[src/rtl/ldm_pkg.sv]
package ldm_pkg;

    localparam int DEST_W = 8;
    localparam int CL_W   = DEST_W / 2;
    localparam int DATA_W = 32;
    localparam int MODEL_LSB = DATA_W - CL_W;   // model nibble at the top
    localparam int ID_LSB    = DATA_W - DEST_W; // identity byte at the top

    localparam logic [CL_W-1:0] MODEL_FLAT_CODE = '1;

    typedef enum logic {
        MODEL_FLAT    = 1'b0,
        MODEL_CLUSTER = 1'b1
    } model_e;

    typedef struct packed {
        logic [CL_W-1:0] cluster;
        logic [CL_W-1:0] members;
    } lid_t;

    function automatic model_e decode_model(input logic [CL_W-1:0] field);
        return (field == MODEL_FLAT_CODE) ? MODEL_FLAT : MODEL_CLUSTER;
    endfunction

    function automatic logic flat_hit(input lid_t id, input lid_t dest);
        return |(id & dest);
    endfunction

    function automatic logic cluster_hit(input lid_t id, input lid_t dest);
        logic bcast;
        logic same;
        bcast = &dest;
        same  = (dest.cluster == id.cluster);
        return (same | bcast) & (|(dest.members & id.members));
    endfunction

endpackage

[src/rtl/ldm_regs.sv]
module ldm_regs
    import ldm_pkg::*;
#(
    parameter int ADDR_W = 12,
    parameter logic [ADDR_W-1:0] FMT_ADDR = 12'h0E0,
    parameter logic [ADDR_W-1:0] LDR_ADDR = 12'h0D0
) (
    input  logic              clk,
    input  logic              rst,
    input  logic              wen,
    input  logic [ADDR_W-1:0] addr,
    input  logic [DATA_W-1:0] wdata,
    output logic [DATA_W-1:0] rdata,
    output model_e            model,
    output lid_t              lid
);

    logic [CL_W-1:0]   model_q;
    logic [DEST_W-1:0] lid_q;
    logic              unused_wbits;

    assign unused_wbits = ^wdata[ID_LSB-1:0];

    always_ff @(posedge clk) begin
        if (rst) begin
            model_q <= '1;
            lid_q   <= '0;
        end else if (wen) begin
            if (addr == FMT_ADDR) model_q <= wdata[DATA_W-1:MODEL_LSB];
            if (addr == LDR_ADDR) lid_q   <= wdata[DATA_W-1:ID_LSB];
        end
    end

    always_comb begin
        if (addr == FMT_ADDR)      rdata = {model_q, {MODEL_LSB{1'b1}}};
        else if (addr == LDR_ADDR) rdata = {lid_q, {ID_LSB{1'b0}}};
        else                       rdata = '0;
    end

    assign model = decode_model(model_q);
    assign lid   = lid_t'(lid_q);

    // reserved fields keep fixed values at the read port
    a_r2_fmt_reserved_ones: assert property (@(posedge clk) disable iff (rst)
        (addr == FMT_ADDR) |-> (rdata[MODEL_LSB-1:0] == {MODEL_LSB{1'b1}}));
    a_r3_ldr_low_zero: assert property (@(posedge clk) disable iff (rst)
        (addr == LDR_ADDR) |-> (rdata[ID_LSB-1:0] == '0));

endmodule

[src/rtl/ldm_match.sv]
module ldm_match
    import ldm_pkg::*;
(
    input  model_e model,
    input  lid_t   lid,
    input  lid_t   dest,
    output logic   hit
);

    logic [1:0] hit_by_model;

    for (genvar m = 0; m < 2; m++) begin : g_model
        if (m == int'(MODEL_FLAT)) begin : g_flat
            assign hit_by_model[m] = flat_hit(lid, dest);
        end else begin : g_cluster
            assign hit_by_model[m] = cluster_hit(lid, dest);
        end
    end

    assign hit = hit_by_model[model];

endmodule

[src/rtl/logdest_matcher.sv]
module logdest_matcher
    import ldm_pkg::*;
#(
    parameter int ADDR_W = 12,
    parameter logic [ADDR_W-1:0] FMT_ADDR = 12'h0E0,
    parameter logic [ADDR_W-1:0] LDR_ADDR = 12'h0D0
) (
    input  logic              clk,
    input  logic              rst,
    input  logic              reg_wen,
    input  logic [ADDR_W-1:0] reg_addr,
    input  logic [31:0]       reg_wdata,
    output logic [31:0]       reg_rdata,
    input  logic              dest_valid,
    input  logic [7:0]        dest_id,
    output logic              accept
);

    model_e model;
    lid_t   lid;
    logic   hit;
    logic   accept_q;

    ldm_regs #(.ADDR_W(ADDR_W), .FMT_ADDR(FMT_ADDR), .LDR_ADDR(LDR_ADDR)) u_regs (
        .clk   (clk),
        .rst   (rst),
        .wen   (reg_wen),
        .addr  (reg_addr),
        .wdata (reg_wdata),
        .rdata (reg_rdata),
        .model (model),
        .lid   (lid)
    );

    ldm_match u_match (
        .model (model),
        .lid   (lid),
        .dest  (lid_t'(dest_id)),
        .hit   (hit)
    );

    // Decision uses register values from before any same-cycle write
    always_ff @(posedge clk) begin
        if (rst) accept_q <= 1'b0;
        else     accept_q <= dest_valid & hit;
    end

    assign accept = accept_q;

    // no accept without a strobe in the previous cycle
    a_r9_needs_strobe: assert property (@(posedge clk) disable iff (rst)
        accept |-> $past(dest_valid));

    // flat broadcast reaches any nonzero identity
    a_r5_flat_bcast: assert property (@(posedge clk) disable iff (rst)
        ($past(dest_valid) && $past(dest_id) == 8'hFF &&
         $past(model) == MODEL_FLAT && $past(lid) != '0) |-> accept);

    // wrong cluster never accepts unless broadcast
    a_r6_cluster_miss: assert property (@(posedge clk) disable iff (rst)
        ($past(dest_valid) && $past(model) == MODEL_CLUSTER &&
         $past(dest_id) != 8'hFF &&
         $past(dest_id[7:4]) != $past(lid.cluster)) |-> !accept);

    // flat model with no common bit never accepts
    a_r4_flat_disjoint: assert property (@(posedge clk) disable iff (rst)
        ($past(dest_valid) && $past(model) == MODEL_FLAT &&
         ($past(dest_id) & $past(lid)) == '0) |-> !accept);

endmodule

[config.mk]
export PLATFORM = sky130hd
export DESIGN_NAME = logdest_matcher
export DESIGN_NICKNAME = d
export VERILOG_FILES = /design/src/rtl/ldm_pkg.sv /design/src/rtl/ldm_regs.sv /design/src/rtl/ldm_match.sv /design/src/rtl/logdest_matcher.sv
export SDC_FILE = /design/constraint.sdc
export NUM_CORES = 1
export LEC_CHECK = 0
export BUFFER_PORTS_ARGS = -buffer_cell sky130_fd_sc_hd__clkbuf_2
export CORE_ASPECT_RATIO = 0.9
export CORE_MARGIN = 2
export CORE_UTILIZATION = 40
export DETAILED_ROUTE_END_ITERATION = 8
export PLACE_DENSITY = 0.92
export SYNTH_ARGS = -nofsm -noshare
export SYNTH_HDL_FRONTEND = slang
export SYNTH_SLANG_ARGS = --single-unit
[constraint.sdc]
create_clock -name clk -period 5.9 [get_ports clk]
set_input_delay 0.59 -clock clk [delete_from_list [all_inputs] [get_ports clk]]
set_output_delay 0.59 -clock clk [all_outputs]
set_load 0.1 [all_outputs]
Yosys cells after proc, flatten, opt, wreduce, memory -nomap -nowiden
Index checks and enable logic that the tools add are counted.

Output and inout bits: 33. Memory bits (writable): 0. Memories kept: 0. Register bits after elaboration: 13. ROM bits: 0. Latch bits: 0.

Shift-type cells: 0. Bitwise operators: 5. $mul: 0. Divide/modulo/power cells: 0. Multiplexer cells: 5. Add/sub/neg operators: 0. Magnitude comparators: 1. Reduce and logical (&&, ||, !) cells: 5. Eq/ne operators: 4.

Operators by type and width (number): 32-bit 2-to-1 mux (2); 12-bit by 8-bit == test with 1-bit output, second input constant (2); 8-bit bitwise AND (1); 8-bit AND reduction (1); 8-bit OR reduction (1); 4-bit bitwise AND (1); 4-bit == test (1); 4-bit == test, second input constant (1); 2-bit AND reduction (2); 4-bit OR reduction (1); 1-bit 2-to-1 mux (3); 1-bit bitwise AND (2); 1-bit by 2-bit < comparator with 1-bit output, second input constant (1); 1-bit bitwise OR (1).

Depth between registers and ports, before layout
Word-level depth: 6. Gate-level depth with buffers: 5.

Modules after synthesis
Synthesis repeated with hierarchy kept, for this count alone.

Cell total of the unflattened synthesis: 119. Area total of the unflattened synthesis: 1038.5 sq um.

Modules (own cells, without submodules): ldm_regs (area an instance 890.9 sq um, cells each 104, seq. area each 240.2 sq um, instances 1); ldm_match (area an instance 118.9 sq um, cells each 13, seq. area each 0.0 sq um, instances 1); logdest_matcher (area an instance 28.8 sq um, cells each 2, seq. area each 20.0 sq um, instances 1).

Least setup slack after synthesis
Ideal clock, no wire load.

Path kind: input port to output port. Start point: input port reg_addr[0]. End point: output port reg_rdata[10]. Stages: 5. Data arrival time: 4.459 ns. Required time: 5.310 ns. Slack: 0.851 ns. Cells stage by stage: or4b_4 -> or4_1 -> buf_2 -> nor2b_1 -> buf_4.

Longest elaborated chain between the ends: 2.

RTL lines: start, declared (line logdest_matcher.sv:11) `input logic [ADDR_W-1:0] reg_addr,`; 12-bit by 8-bit == test with 1-bit output (line ldm_regs.sv:35) `if (addr == FMT_ADDR) rdata = {model_q, {MODEL_LSB{1'b1}}};`; 32-bit 2-to-1 mux (line ldm_regs.sv:35); end, declared (line logdest_matcher.sv:13) `output logic [31:0] reg_rdata,`.

No other way between the ends.

Worst setup path after layout
Start point: input port reg_addr[0]. End point: output port reg_rdata[16].

Same word-level chain as after synthesis.

==> flow_summary.ini <==
[clock_tree]
h-tree-depth = 1
insertion_delay_ns = 0.27
clk_pin_slew_ns = 0.07
cts_root_buf = clkbuf_4
cts_buffer_depth = 2
cts_made_buffers = 3
hold_buffers = 0
post_cts.repair.setup_buffers = 0
cts.sinks = 13
cts_repair_resize_count = 0
cts_tree = built

[global_route]
met2_usage = 0.265
grtUsageMet1 = 0.191
antenna_found_initial = 0
grtUsageTotal = 0.155
use_met3 = 0.0506
grt_pass1_wl_um = 3490
overflow = 0
top_usage_layer = met2
grt_pass1_vias = 808
grt_max_degree = 25

[timing]
worst_slew_pin_slew_ns = 1.17
rsz0062_at_grt = no
fin_crit_sh = 0.685
period_minus_slack_ns = 4.04
fmax_mhz = 247
setup_violations = 0
hold_viol = 0
tns_ns = 0
drv_slew = 0
slew_headroom = 0.219
fin_skew_ns = 0.00258

[logic_synthesis]
synth_cell_types = 23
synth_flop_cell = dfxtp_1
syn_inst = 120
syn_avg_cell_area_um2 = 8.22
synth_edf_count = 0
synth_nets = 180
synth_seq_cells = 13
ys_warn_count = 0
async_flop_share = 0
yosysSeqAreaShare = 0.264
syn-cell-area_um2 = 986

[floorplanning]
core_mm2 = 0.00240
dieArea_mm2 = 0.00288
placementRows = 17
start_util = 0.410
io_pins = 89
die_h_um = 51.1
chipWidth_um = 56.3

[finish]
fin_nets = 221
diodes = 0
filler_cell_count = 223
layout_commonest_cell = clkbuf_2
fin_cells = 188
multi_input_area_um2 = 526
seq_area_um2 = 260
final_cell_mix = clkbuf_2 (64), nor2_1 (17), nand2_1 (17)
syn_to_final_growth_pct = 19.2
drive_above_1_share = 0.444

[place]
numPortBuffers = 64
hpwl_um = 1800
place_congestion = 0.784
placedCellCount = 184

[setup_path]
r2r-end = accept$_SDFF_PP0_
cp_common_cell = clkbuf_2
crit_path_cell_trace = clkbuf_2 > or4b_4 > or4_1 > nor2b_1 > clkbuf_2
crit_path_max_fanout = 24
r2r_start = u_regs.lid[5]$_SDFFE_PP0P_
cpPeakStageDelay_ns = 0.95
worstRegToRegCells = 4
rrSetupSlack_ns = 4.40
cp_top_family = simple AND/OR/NAND/NOR gates
timing.critical_path.buf_inv = 2
cp-end-kind = output pin
crit_slowest_cell = nor2b_1
cp.required_ns = 5.31
criticalPathCategory = in2out
worst_ep_arrival_time_ns = 3.45
startpoint_type = primary input

[pwr]
clockPowerShare = 0.319
seqPwrFrac = 0.532
p_sw_frac = 0.239
switchingPower_w = 0.0000393
p_comb_frac = 0.149
p_int_w = 0.000125
vdd_drop_max_v = 0.0000762
power_density_mw_per_mm2 = 140
p_leak_nw = 0.574

[min_path]
min_path_cells = 2
hold_path_end = u_regs.lid[7]$_SDFFE_PP0P_
holdCritPathClass = reg2reg
hp-start = u_regs.lid[7]$_SDFFE_PP0P_

[run_status]
status = finished, final reports clean

[route]
viasPerCell = 4.88
route.vias.total = 918
drt-pass1-iter-count = 4
detail_route.wl_per_cell_um = 11.4
drt_iter0_markers = 31
drc = 0
wl_um = 2140
ant_nets = 0

[run]
drv_cap = 0
metal layers:
layer	routed length, um	vias to the layer above	part of all wire
li1	-	474	-
met1	959	394	0.45
met2	958	46	0.45
met3	208	4	0.097
met4	14	0	0.0065
met5	0	-	0
state kept, by name, indices dropped and copies added, names as in the netlist:
register,flops
u_regs.lid,8
u_regs.model_q,4
accept,1
tightest hold or removal path: cells and delay by family (launching register included):
kind / cells / cell delay [ns]
DFF: 1 / 0.33
muxes: 1 / 0.06
and+or+nand+nor: 1 / 0.06
through the flow:
step	power [W]	hold WS, ns	utilization	area [um2]	setup WS, ns
2_1_floorplan	0.000101	0.448	-	986	0.851
3_3_place_gp	0.000114	0.467	0.478	1150	1.89
3_5_place_dp	0.000114	0.479	0.478	1150	1.81
4_1_cts	0.000165	0.489	0.489	1170	1.81
5_1_grt	0.000173	0.512	0.489	1170	1.66
6_report	0.000165	0.492	0.489	1170	1.86
cell families (layout without fill, tap and decap cells):
logic type,after synthesis,count (layout),synth area share
adder cells (fa/ha/maj),4,4,0.0508
multiplexers,12,12,0.122
flip-flops,13,13,0.264
AND/OR/NAND/NOR,49,49,0.275
AO/OA/AOI/OAI,12,12,0.0850
buffers and inverters,30,70,0.203
cell usage after synthesis (3+ instances only):
cell type	count	area share
nor2_1	17	0.065
dfxtp_1	13	0.26
nor2b_1	3	0.019
nand4_1	3	0.019
a21oi_1	4	0.020
nand2_1	17	0.065
mux2i_1	12	0.12
a22oi_1	6	0.046
ha_1	4	0.051
buf_4	23	0.18
power by group through the flow:
stage          clock network (W)  registers (W)  logic [W]
3_3_place_gp                   0      0.0000897  0.0000239
6_report               0.0000525      0.0000876  0.0000245
5_1_grt                0.0000584      0.0000877  0.0000274
3_5_place_dp                   0      0.0000897  0.0000245
2_1_floorplan                  0      0.0000897  0.0000111
4_1_cts                0.0000531      0.0000876  0.0000246
worst max-delay path by stage:
stage / from / end / cells past startpoint / slack, ns
6_report: reg_addr[0] / reg_rdata[16] / 5 / 1.86
2_1_floorplan: reg_addr[0] / reg_rdata[10] / 5 / 0.85
3_3_place_gp: reg_addr[0] / reg_rdata[23] / 5 / 1.89
4_1_cts: reg_addr[0] / reg_rdata[16] / 5 / 1.81
5_1_grt: reg_addr[0] / reg_rdata[19] / 5 / 1.66
3_5_place_dp: reg_addr[0] / reg_rdata[16] / 5 / 1.81
area by class of cell:
type,count,area share
Tap cell,28,0.0298
Timing Repair Buffer,64,0.273
Sequential cell,13,0.222
Clock buffer,4,0.0224
Multi-Input combinational cell,77,0.447
Inverter,2,0.00639
No activity file was read; power rests on OpenSTA's default activity.
